$ cat src/rtl/bb_pkg.sv
// Shared types and constants for the keystream bus bridge.
// Assumes control register indices are taken from byte-address bits [3:2].
package bb_pkg;

    typedef enum logic [2:0] {
        ST_IDLE,
        ST_LOAD_IV,
        ST_INIT_WAIT,
        ST_READY,
        ST_XFER
    } bb_state_t;

    typedef enum logic [1:0] {
        XK_WR,
        XK_RD_ADDR,
        XK_RD_DATA
    } bb_xk_t;

    localparam logic [1:0] REG_CTRL = 2'd0;  // write: session start, read: status
    localparam logic [1:0] REG_IV   = 2'd1;  // read: IV counter low bits

    localparam int STAT_BUSY  = 0;
    localparam int STAT_READY = 1;
    localparam int STAT_IVERR = 2;

endpackage

$ cat src/rtl/bb_iv_counter.sv
// Session IV counter. Steps by one on each accepted session start.
// At all ones it holds its value and raises a sticky error instead of wrapping.
// Assumes bump is a single-cycle pulse from the controller.
module bb_iv_counter #(
    parameter int IV_W = 80
) (
    input  logic            clk,
    input  logic            rst_n,
    input  logic            bump,
    output logic [IV_W-1:0] iv,
    output logic            at_max,
    output logic            err
);

    // Flags the value from which one more step would wrap.
    always_comb at_max = &iv;

    // Advance the counter or latch the overflow error.
    always_ff @(posedge clk) begin
        if (!rst_n) begin
            iv  <= '0;
            err <= 1'b0;
        end else if (bump) begin
            if (at_max) err <= 1'b1;
            else        iv  <= iv + 1'b1;
        end
    end

endmodule

$ cat src/rtl/bb_ctrl.sv
// Session controller: accepts slave requests, sequences the keystream
// generator start-up and runs one master transfer at a time.
// Assumes the generator lowers ks_ready within the cycle after ks_start.
module bb_ctrl
    import bb_pkg::*;
(
    input  logic       clk,
    input  logic       rst_n,
    input  logic       s_wvalid,
    input  logic       w_is_data,
    input  logic [1:0] w_idx,
    input  logic       start_bit,
    input  logic       s_arvalid,
    input  logic       r_is_data,
    input  logic       rsp_busy,
    input  logic       ks_ready,
    input  logic       ks_valid,
    input  logic       m_wready,
    input  logic       m_arready,
    input  logic       m_rvalid,
    input  logic       iv_at_max,
    output logic       s_wready,
    output logic       s_arready,
    output logic       w_data_fire,
    output logic       r_data_fire,
    output logic       r_ctrl_fire,
    output logic       rsp_load_data,
    output logic       iv_bump,
    output logic       ks_start,
    output logic       ks_req,
    output logic       m_wvalid,
    output logic       m_arvalid,
    output logic       m_rready,
    output logic       busy,
    output logic       ready
);

    bb_state_t st, st_n;
    bb_xk_t    xk, xk_n;
    logic      w_fire, r_fire, start_fire, sess_ok;

    // Slave-side acceptance; data traffic only in READY with keystream present.
    always_comb begin
        sess_ok   = ks_valid && (st == ST_READY);
        s_wready  = w_is_data ? sess_ok : ((st == ST_IDLE) || (st == ST_READY));
        w_fire    = s_wvalid && s_wready;
        s_arready = r_is_data ? (sess_ok && !rsp_busy && !s_wvalid)
                              : (!rsp_busy && (st != ST_XFER));
        r_fire    = s_arvalid && s_arready;
        w_data_fire = w_fire && w_is_data;
        r_data_fire = r_fire && r_is_data;
        r_ctrl_fire = r_fire && !r_is_data;
        start_fire  = w_fire && !w_is_data && (w_idx == REG_CTRL) && start_bit;
        iv_bump     = start_fire;
        ks_req      = w_data_fire || r_data_fire;
    end

    // Next-state logic for the session and transfer sequence.
    always_comb begin
        st_n = st;
        xk_n = xk;
        case (st)
            ST_IDLE: begin
                if (start_fire) st_n = iv_at_max ? ST_IDLE : ST_LOAD_IV;
            end
            ST_LOAD_IV:   st_n = ST_INIT_WAIT;
            ST_INIT_WAIT: begin
                if (ks_ready) st_n = ST_READY;
            end
            ST_READY: begin
                if (start_fire) begin
                    st_n = iv_at_max ? ST_IDLE : ST_LOAD_IV;
                end else if (w_data_fire) begin
                    st_n = ST_XFER;
                    xk_n = XK_WR;
                end else if (r_data_fire) begin
                    st_n = ST_XFER;
                    xk_n = XK_RD_ADDR;
                end
            end
            ST_XFER: begin
                case (xk)
                    XK_WR:      if (m_wready)  st_n = ST_READY;
                    XK_RD_ADDR: if (m_arready) xk_n = XK_RD_DATA;
                    XK_RD_DATA: if (m_rvalid)  st_n = ST_READY;
                    default:    st_n = ST_READY;
                endcase
            end
            default: st_n = ST_IDLE;
        endcase
    end

    // State registers.
    always_ff @(posedge clk) begin
        if (!rst_n) begin
            st <= ST_IDLE;
            xk <= XK_WR;
        end else begin
            st <= st_n;
            xk <= xk_n;
        end
    end

    // Master-side and generator-side strobes decoded from state.
    always_comb begin
        ks_start      = (st == ST_LOAD_IV);
        m_wvalid      = (st == ST_XFER) && (xk == XK_WR);
        m_arvalid     = (st == ST_XFER) && (xk == XK_RD_ADDR);
        m_rready      = (st == ST_XFER) && (xk == XK_RD_DATA);
        rsp_load_data = m_rready && m_rvalid;
        busy          = (st == ST_LOAD_IV) || (st == ST_INIT_WAIT) || (st == ST_XFER);
        ready         = (st == ST_READY);
    end

endmodule

$ cat src/rtl/bb_xor_path.sv
// Data path: XORs keystream into forwarded writes and returned reads,
// and holds the slave read response until it is taken.
// Assumes fire strobes from the controller are mutually consistent.
module bb_xor_path
    import bb_pkg::*;
#(
    parameter int DW   = 32,
    parameter int TA_W = 11
) (
    input  logic            clk,
    input  logic            rst_n,
    input  logic            w_data_fire,
    input  logic            r_data_fire,
    input  logic            r_ctrl_fire,
    input  logic            rsp_load_data,
    input  logic [TA_W-1:0] s_waddr_lo,
    input  logic [DW-1:0]   s_wdata,
    input  logic [TA_W-1:0] s_araddr_lo,
    input  logic [1:0]      r_idx,
    input  logic [DW-1:0]   ks_word,
    input  logic [DW-1:0]   m_rdata,
    input  logic [DW-1:0]   status_word,
    input  logic [DW-1:0]   iv_word,
    input  logic            s_rready,
    output logic [TA_W-1:0] m_waddr,
    output logic [DW-1:0]   m_wdata,
    output logic [TA_W-1:0] m_araddr,
    output logic            s_rvalid,
    output logic [DW-1:0]   s_rdata
);

    logic [DW-1:0] kw_q;
    logic [DW-1:0] ctrl_val;

    // Selects the control register returned on a control-window read.
    always_comb begin
        case (r_idx)
            REG_CTRL: ctrl_val = status_word;
            REG_IV:   ctrl_val = iv_word;
            default:  ctrl_val = '0;
        endcase
    end

    // Captures the outgoing master request and the keystream kept for reads.
    always_ff @(posedge clk) begin
        if (!rst_n) begin
            m_waddr  <= '0;
            m_wdata  <= '0;
            m_araddr <= '0;
            kw_q     <= '0;
        end else begin
            if (w_data_fire) begin
                m_waddr <= s_waddr_lo;
                m_wdata <= s_wdata ^ ks_word;
            end
            if (r_data_fire) begin
                m_araddr <= s_araddr_lo;
                kw_q     <= ks_word;
            end
        end
    end

    // Slave response register: loaded once, cleared by the handshake.
    always_ff @(posedge clk) begin
        if (!rst_n) begin
            s_rvalid <= 1'b0;
            s_rdata  <= '0;
        end else if (rsp_load_data) begin
            s_rvalid <= 1'b1;
            s_rdata  <= m_rdata ^ kw_q;
        end else if (r_ctrl_fire) begin
            s_rvalid <= 1'b1;
            s_rdata  <= ctrl_val;
        end else if (s_rvalid && s_rready) begin
            s_rvalid <= 1'b0;
        end
    end

endmodule

$ cat src/rtl/ks_bus_bridge.sv
// Top of the keystream bus bridge. Decodes slave addresses into a control
// window (MSB = 0) and a data window (MSB = 1), ties the controller, IV
// counter and XOR data path together. Assumes ADDR_W >= 5 and DW >= 3.
module ks_bus_bridge
    import bb_pkg::*;
#(
    parameter int DW     = 32,
    parameter int ADDR_W = 12,
    parameter int IV_W   = 80
) (
    input  logic              clk,
    input  logic              rst_n,
    input  logic              s_wvalid,
    output logic              s_wready,
    input  logic [ADDR_W-1:0] s_waddr,
    input  logic [DW-1:0]     s_wdata,
    input  logic              s_arvalid,
    output logic              s_arready,
    input  logic [ADDR_W-1:0] s_araddr,
    output logic              s_rvalid,
    input  logic              s_rready,
    output logic [DW-1:0]     s_rdata,
    output logic              m_wvalid,
    input  logic              m_wready,
    output logic [ADDR_W-2:0] m_waddr,
    output logic [DW-1:0]     m_wdata,
    output logic              m_arvalid,
    input  logic              m_arready,
    output logic [ADDR_W-2:0] m_araddr,
    input  logic              m_rvalid,
    output logic              m_rready,
    input  logic [DW-1:0]     m_rdata,
    output logic              ks_start,
    output logic [IV_W-1:0]   ks_iv,
    input  logic              ks_ready,
    output logic              ks_req,
    input  logic              ks_valid,
    input  logic [DW-1:0]     ks_word
);

    localparam int TA_W = ADDR_W - 1;

    logic          w_is_data, r_is_data;
    logic [1:0]    w_idx, r_idx;
    logic          w_data_fire, r_data_fire, r_ctrl_fire, rsp_load_data;
    logic          iv_bump, iv_at_max, iv_err;
    logic          busy, ready;
    logic [DW-1:0] status_word, iv_word;

    // Window and register-index decode of the slave addresses.
    always_comb begin
        w_is_data = s_waddr[ADDR_W-1];
        r_is_data = s_araddr[ADDR_W-1];
        w_idx     = s_waddr[3:2];
        r_idx     = s_araddr[3:2];
    end

    // Status word assembly.
    always_comb begin
        status_word             = '0;
        status_word[STAT_BUSY]  = busy;
        status_word[STAT_READY] = ready;
        status_word[STAT_IVERR] = iv_err;
    end

    // Fit the IV counter into one data word.
    generate
        if (IV_W >= DW) begin : g_iv_trunc
            assign iv_word = ks_iv[DW-1:0];
        end else begin : g_iv_pad
            assign iv_word = {{(DW-IV_W){1'b0}}, ks_iv};
        end
    endgenerate

    bb_iv_counter #(.IV_W(IV_W)) u_iv (
        .clk    (clk),
        .rst_n  (rst_n),
        .bump   (iv_bump),
        .iv     (ks_iv),
        .at_max (iv_at_max),
        .err    (iv_err)
    );

    bb_ctrl u_ctrl (
        .clk           (clk),
        .rst_n         (rst_n),
        .s_wvalid      (s_wvalid),
        .w_is_data     (w_is_data),
        .w_idx         (w_idx),
        .start_bit     (s_wdata[0]),
        .s_arvalid     (s_arvalid),
        .r_is_data     (r_is_data),
        .rsp_busy      (s_rvalid),
        .ks_ready      (ks_ready),
        .ks_valid      (ks_valid),
        .m_wready      (m_wready),
        .m_arready     (m_arready),
        .m_rvalid      (m_rvalid),
        .iv_at_max     (iv_at_max),
        .s_wready      (s_wready),
        .s_arready     (s_arready),
        .w_data_fire   (w_data_fire),
        .r_data_fire   (r_data_fire),
        .r_ctrl_fire   (r_ctrl_fire),
        .rsp_load_data (rsp_load_data),
        .iv_bump       (iv_bump),
        .ks_start      (ks_start),
        .ks_req        (ks_req),
        .m_wvalid      (m_wvalid),
        .m_arvalid     (m_arvalid),
        .m_rready      (m_rready),
        .busy          (busy),
        .ready         (ready)
    );

    bb_xor_path #(.DW(DW), .TA_W(TA_W)) u_path (
        .clk           (clk),
        .rst_n         (rst_n),
        .w_data_fire   (w_data_fire),
        .r_data_fire   (r_data_fire),
        .r_ctrl_fire   (r_ctrl_fire),
        .rsp_load_data (rsp_load_data),
        .s_waddr_lo    (s_waddr[TA_W-1:0]),
        .s_wdata       (s_wdata),
        .s_araddr_lo   (s_araddr[TA_W-1:0]),
        .r_idx         (r_idx),
        .ks_word       (ks_word),
        .m_rdata       (m_rdata),
        .status_word   (status_word),
        .iv_word       (iv_word),
        .s_rready      (s_rready),
        .m_waddr       (m_waddr),
        .m_wdata       (m_wdata),
        .m_araddr      (m_araddr),
        .s_rvalid      (s_rvalid),
        .s_rdata       (s_rdata)
    );

endmodule

$ cat config.mk
export PLATFORM = sky130hd
export DESIGN_NAME = ks_bus_bridge
export DESIGN_NICKNAME = d
export VERILOG_FILES = /design/src/rtl/bb_pkg.sv /design/src/rtl/bb_iv_counter.sv /design/src/rtl/bb_ctrl.sv /design/src/rtl/bb_xor_path.sv /design/src/rtl/ks_bus_bridge.sv
export SDC_FILE = /design/constraint.sdc
export NUM_CORES = 1
export LEC_CHECK = 0
export BUFFER_PORTS_ARGS = -buffer_cell sky130_fd_sc_hd__buf_2
export CAP_MARGIN = 20
export CORE_MARGIN = 1.5
export CORE_UTILIZATION = 50
export CTS_CLUSTER_DIAMETER = 60
export CTS_CLUSTER_SIZE = 12
export DETAILED_ROUTE_END_ITERATION = 10
export GPL_TIMING_DRIVEN = 0
export HOLD_SLACK_MARGIN = 0.06
export PLACE_DENSITY = 0.79
export SYNTH_ARGS = -nofsm -noshare
export SYNTH_HDL_FRONTEND = slang
export SYNTH_SLANG_ARGS = --single-unit
$ cat constraint.sdc
create_clock -name clk -period 3.8 [get_ports clk]
set_input_delay 0.57 -clock clk [delete_from_list [all_inputs] [get_ports clk]]
set_output_delay 0.57 -clock clk [all_outputs]
set_load 0.1 [all_outputs]
======== After elaboration in Yosys (flattened, before gate mapping) ========
Index checks and enable logic that the tools add are counted.
cells by class
  $add $sub $neg .......................... 1
  equality and inequality tests ........... 18
  mux-type cells .......................... 24
  bitwise operators ....................... 3
  reduce and logical (&&, ||, !) cells .... 37
operator list
  kind                     count
  $reduce_and A81 Y1       1
  $add A80 B1 Y80 const B  1
  $reduce_and A80 Y1       1
  $mux W32                 2
  $pmux W32 S2             1
  $xor A32 B32 Y32         2
  $mux W3                  7
  $logic_and A1 B1 Y1      17
  $pmux W3 S5              1
  $ne A2 B2 Y1 const B     6
  $mux W2                  5
  $ne A3 B3 Y1 const B     3
  $pmux W3 S3              1
  $eq A3 B2 Y1 const B     2
  $logic_not A2 Y1         3
  $mux W1                  6
  $reduce_and A6 Y1        1
  $reduce_and A5 Y1        1
  $eq A2 B1 Y1 const B     2
  $logic_not A1 Y1         4
  $logic_or A1 B1 Y1       4
  $ne A4 B3 Y1 const B     1
  $pmux W2 S2              1
  $reduce_bool A2 Y1       2
  other kinds (8)          8
storage, ports and cells
  register bits after elaboration ......... 205
  bits of input ports ..................... 130
  output and inout bits ................... 174
  word-level logic and storage cells ...... 93

======== Logic depth before layout (Yosys ltp) ========
  word-level depth ........................ 11
  mapped depth ............................ 10
  gate-level depth less buffers ........... 7

======== By module ========
A second synthesis with hierarchy kept.
second synthesis, totals
  cells, all modules ...................... 1173
  area, all modules ....................... 10667.7 µm²
by module, submodules not included
  module         instances  cells an instance  area each (µm²)  sequential area each (µm²)
  bb_xor_path    1          565                5809.3           2382.3
  bb_iv_counter  1          541                4309.1           1621.6
  bb_ctrl        1          66                 545.5            100.1
  ks_bus_bridge  1          1                  3.8              0.0

======== Worst setup path after synthesis ========
No wires, ideal clock.
  path kind ............................... register to register
  start point ............................. register u_ctrl.st[1]
  end point ............................... register u_ctrl.st[2]
  library setup time ...................... 74 ps
  arrival ................................. 3884 ps
  required time ........................... 3726 ps
  slack ................................... -158 ps
  cell stages (with the launch flop) ...... 8
  buffers on the path ..................... 1
  period minus slack after synthesis ...... 3958 ps
  path through ............................ dfxtp_1 > clkbuf_1 > nor2_1 > nand2_1 > nor3b_1 > a221oi_1 > nand2b_1 > a31oi_1
between the ends
  cells in the longest elaborated chain, start to end .. 9
  elaborated cells on any way between the ends .. 30
  classes of those cells .................. eq/ne (11); mux (5); reduce/logical (14)
RTL lines
  element                                                            line                                         source
  start, declared                                                    bb_ctrl.sv:38                                bb_state_t st, st_n;
  start signal, assigned                                             bb_ctrl.sv:99                                st <= st_n;
  $eq A3 B2 Y1 or $logic_not A3 Y1 (tied branches)                   bb_ctrl.sv:44, bb_ctrl.sv:45, bb_ctrl.sv:62
  $logic_and A1 B1 Y1 or $logic_or A1 B1 Y1 (tied branches)          bb_ctrl.sv:44, bb_ctrl.sv:45
  $logic_and A1 B1 Y1 or $mux W1 (tied branches)                     bb_ctrl.sv:47, bb_ctrl.sv:45
  $logic_and A1 B1 Y1, on equally long branches                      bb_ctrl.sv:47, bb_ctrl.sv:46
  $mux W1 or $logic_and A1 B1 Y1 (tied branches)                     bb_ctrl.sv:47, bb_ctrl.sv:53
  $logic_and A1 B1 Y1, on equally long branches                      bb_ctrl.sv:49, bb_ctrl.sv:53
  $logic_and A1 B1 Y1, on equally long branches                      bb_ctrl.sv:51, bb_ctrl.sv:53
  $ne A4 B3 Y1 (no source line) (tied with other cells)              --
  $reduce_and A6 Y1 (no source line) or $pmux W3 S5 (tied branches)  --
Parallel ways exist; a longest one is shown, timed or not.
A chain may end at the register's enable or synchronous reset.

======== Worst setup path after layout ========
  start point ............................. register u_iv.iv[55]
  end point ............................... register u_iv.iv[72]
between the ends
  cells in the longest elaborated chain, start to end .. 3
  elaborated cells on any way between the ends .. 4
  classes of those cells .................. add/sub (1); bitwise (1); reduce/logical (2)
RTL lines
  element                                                                  line                 source
  start, declared                                                          bb_iv_counter.sv:10  output logic [IV_W-1:0] iv,
  start signal, assigned                                                   bb_iv_counter.sv:25  else iv <= iv + 1'b1;
  parallel branches: the longest is 3 deep, another holds $add A80 B1 Y80  --
Several ways; the timed one is not identified.

==> metrics.yaml <==
ios: 304
final_common_cell: "buf_2"
crit_type: "reg -> reg"
critPathCaptureType: "flop"
die_w_um: 142
cp.required_ns: 4.20
antenna_found_initial: 3
setup_viol: 0
gp_congestion: 0.900
vias: 10300
max_slew_margin_pct: 34.2
ys_seq_area_share_pct: 42.6
crit_buf_inv: 1
postSynthAreaPerCell_um2: 8.17
post_cts_buffers: 0
io_buffers: 303
critPathSlowestCell: "nor4_1"
critPathMaxFanout: 10
placed_cells_incl_taps: 1715
ff_latch_area_um2: 4100
synthCells: 1178
ant_nets: 0
critPathTopFamily: "simple AND/OR/NAND/NOR gates"
totalWireLength_um: 33400
cpPeakStageDelay_ns: 0.74
power_density_nw_per_um2: 373
status: "finished clean"
hpwlAfterDp_um: 24900
cts_sinks: 205
synthesis.area_um2: 9630
cts-resized-gates: 0
grt.total_usage_pct: 32.0
hold_path_class: "in -> reg"
post-route-period-util_pct: 90.4
rsz0062_at_grt: "false"
synthToLayoutAreaGrowth_pct: 24.7
cts.hold.buffers_added: 0
ys_async_sr_fraction_pct: 0
grt_pass1_wl_um: 50700
htreeDepth: 1
fin_cells: 1741
critPathArrivalTime_ns: 3.84
cts_made_buffers: 21
slew_violations: 0
fp.dieH_um: 142
core_area_um2: 18800
ir_worst_vdd_mv: 0.271
multiInputGateArea_um2: 5160
via_per_inst: 5.94
ys_ff_latch: 205
hold_viol: 0
fin_skew_ns: 0.0133
ys_warn_count: 0
nFillCells: 1673
dr.pass1.iters: 7
drt_iter0_drc: 743
fmax_ghz: 0.291
wl_per_cell_um: 19.2
dieArea_um2: 20100
synth_edf_count: 0
clockRootBuffer: "clkbuf_16"
syn_nets: 1309
clock_latency_ns: 0.51
finalSetupTns_ns: 0
worstMarginPinSlew_ns: 0.976
rows: 50
ys.flop_type: "dfxtp_1"
grt_max_degree: 13
final_cell_mix: "buf_2 (308), dfxtp_1 (205), nand2_1 (181)"
max_cap_viol_count: 0
drive_gt1_share_pct: 23.4
p_leak_nw: 4.56
initial_core_util_pct: 51.3
cts_buffer_depth: 3
ys_types: 58
crit_path_start_kind: "flop"
period_minus_slack_ns: 3.43
grt_pass1_vias: 9578
crit_path_cell_trace: "nand4_1 -> nor4_1 -> or4b_1 -> o311ai_2 -> buf_2 -> o311ai_0 -> o41ai_1"
nets: 1635
gr-total-overflow: 0
drc_errors: 0
cts_tree: "done"
clkTransAtPathRegs_ns: 0.06
==> area by class of cell <==
type / count / share of cell area, %
antenna: 2 / 0.0417
buffer: 76 / 2.65
clock buffer: 21 / 4.38
clock inverter: 3 / 0.188
inverter: 15 / 0.469
multi-input combinational: 882 / 43.0
sequential: 205 / 34.2
tap: 234 / 2.44
timing repair buffer: 303 / 12.6
==> metrics by stage <==
stage	util [%]	total power (W)	cell area (um2)	setup WS, ns	hold slack (ns)
6_report	63.9	0.00447	12000	0.366	0.297
5_1_grt	63.9	0.00460	12000	0.285	0.304
4_1_cts	63.9	0.00449	12000	0.423	0.292
3_5_place_dp	61.0	0.00270	11400	0.498	0.445
3_3_place_gp	61.0	0.00269	11400	0.545	0.440
2_1_floorplan	-	0.00253	9630	0.117	0.436
==> worst register-to-register path, delay by kind of cell (launching register included) <==
family	cells	cell delay (ns)
and+or+nand+nor	3	1.53
buffers and inverters	1	0.38
DFF	1	0.44
AOI/OAI and AO/OA	3	0.99
==> synth_stat cells (3+ instances only) <==
cell	instances	area share, %
dfxtp_1	205	43
nand2_1	181	7.1
a21oi_1	98	5.1
nor2_1	94	3.7
xnor2_1	66	6.0
clkbuf_1	60	2.3
nand3_1	55	2.9
o21ai_0	51	2.7
o211ai_1	33	2.6
a211oi_1	32	2.5
nor4_1	28	1.8
mux2i_1	25	2.6
or4_1	25	1.9
o31ai_1	23	1.8
nand2b_1	22	1.4
nand4_1	22	1.4
or3_1	18	1.2
inv_1	14	0.55
and3_1	12	0.78
nor3_1	12	0.62
and4_1	9	0.82
xor2_1	9	0.82
o21a_1	8	0.62
and2_1	7	0.45
buf_1	6	0.23
buf_2	5	0.26
o31a_1	5	0.45
nor2b_1	4	0.26
nor3b_1	4	0.31
o41ai_1	4	0.36
a31oi_1	3	0.19
buf_4	3	0.23
or2_2	3	0.19
or4_4	3	0.35
==> sequential cells by signal, indices dropped and copies added (netlist names) <==
name / count
u_path.s_rvalid: 1
u_path.m_waddr: 11
u_iv.iv: 80
u_path.s_rdata: 32
u_iv.err: 1
u_ctrl.xk: 2
u_path.kw_q: 32
u_path.m_wdata: 32
u_ctrl.st: 3
u_path.m_araddr: 11
==> kinds of logic after synthesis <==
kind of cell | count (synthesis) | synth area share [%]
DFF | 205 | 42.6
buffers and inverters | 91 | 3.89
and+or+nand+nor | 512 | 26.6
xor gates and xnor gates | 75 | 6.82
AOI/OAI and AO/OA | 269 | 17.3
muxes | 25 | 2.60
adders and majority gates | 1 | 0.130
==> path summary, 6_finish.rpt <==
| check | startpoint | to | slack, ns | cells past startpoint |
|---|---|---|---|---|
| setup / recovery | u_iv.iv[55] | u_iv.iv[72] | 0.37 | 7 |
| setup reg to reg | u_iv.iv[55] | u_iv.iv[72] | 0.37 | 7 |
| hold reg to reg | u_path.m_araddr[5] | u_path.m_araddr[5] | 0.45 | 2 |
| hold / removal | s_waddr[4] | u_path.m_waddr[4] | 0.30 | 3 |
==> layer usage <==
layer  track usage, %  vias to the layer above  share of wire, %
li1                 -                     4862                 -
met3             6.41                       89               9.3
met2             55.7                      532                48
met5                0                        -             0.033
met1             38.4                     4855                38
met4             13.7                        2               3.7
==> report_power, final <==
part | total, W | internal [W] | switching, W | leakage, nW
Sequential | 0.00218 | 0.00217 | 0.0000112 | 1.66
Combinational | 0.000473 | 0.000131 | 0.000342 | 2.63
Clock | 0.00182 | 0.000984 | 0.000835 | 0.272
No activity file was read; power rests on OpenSTA's default activity.
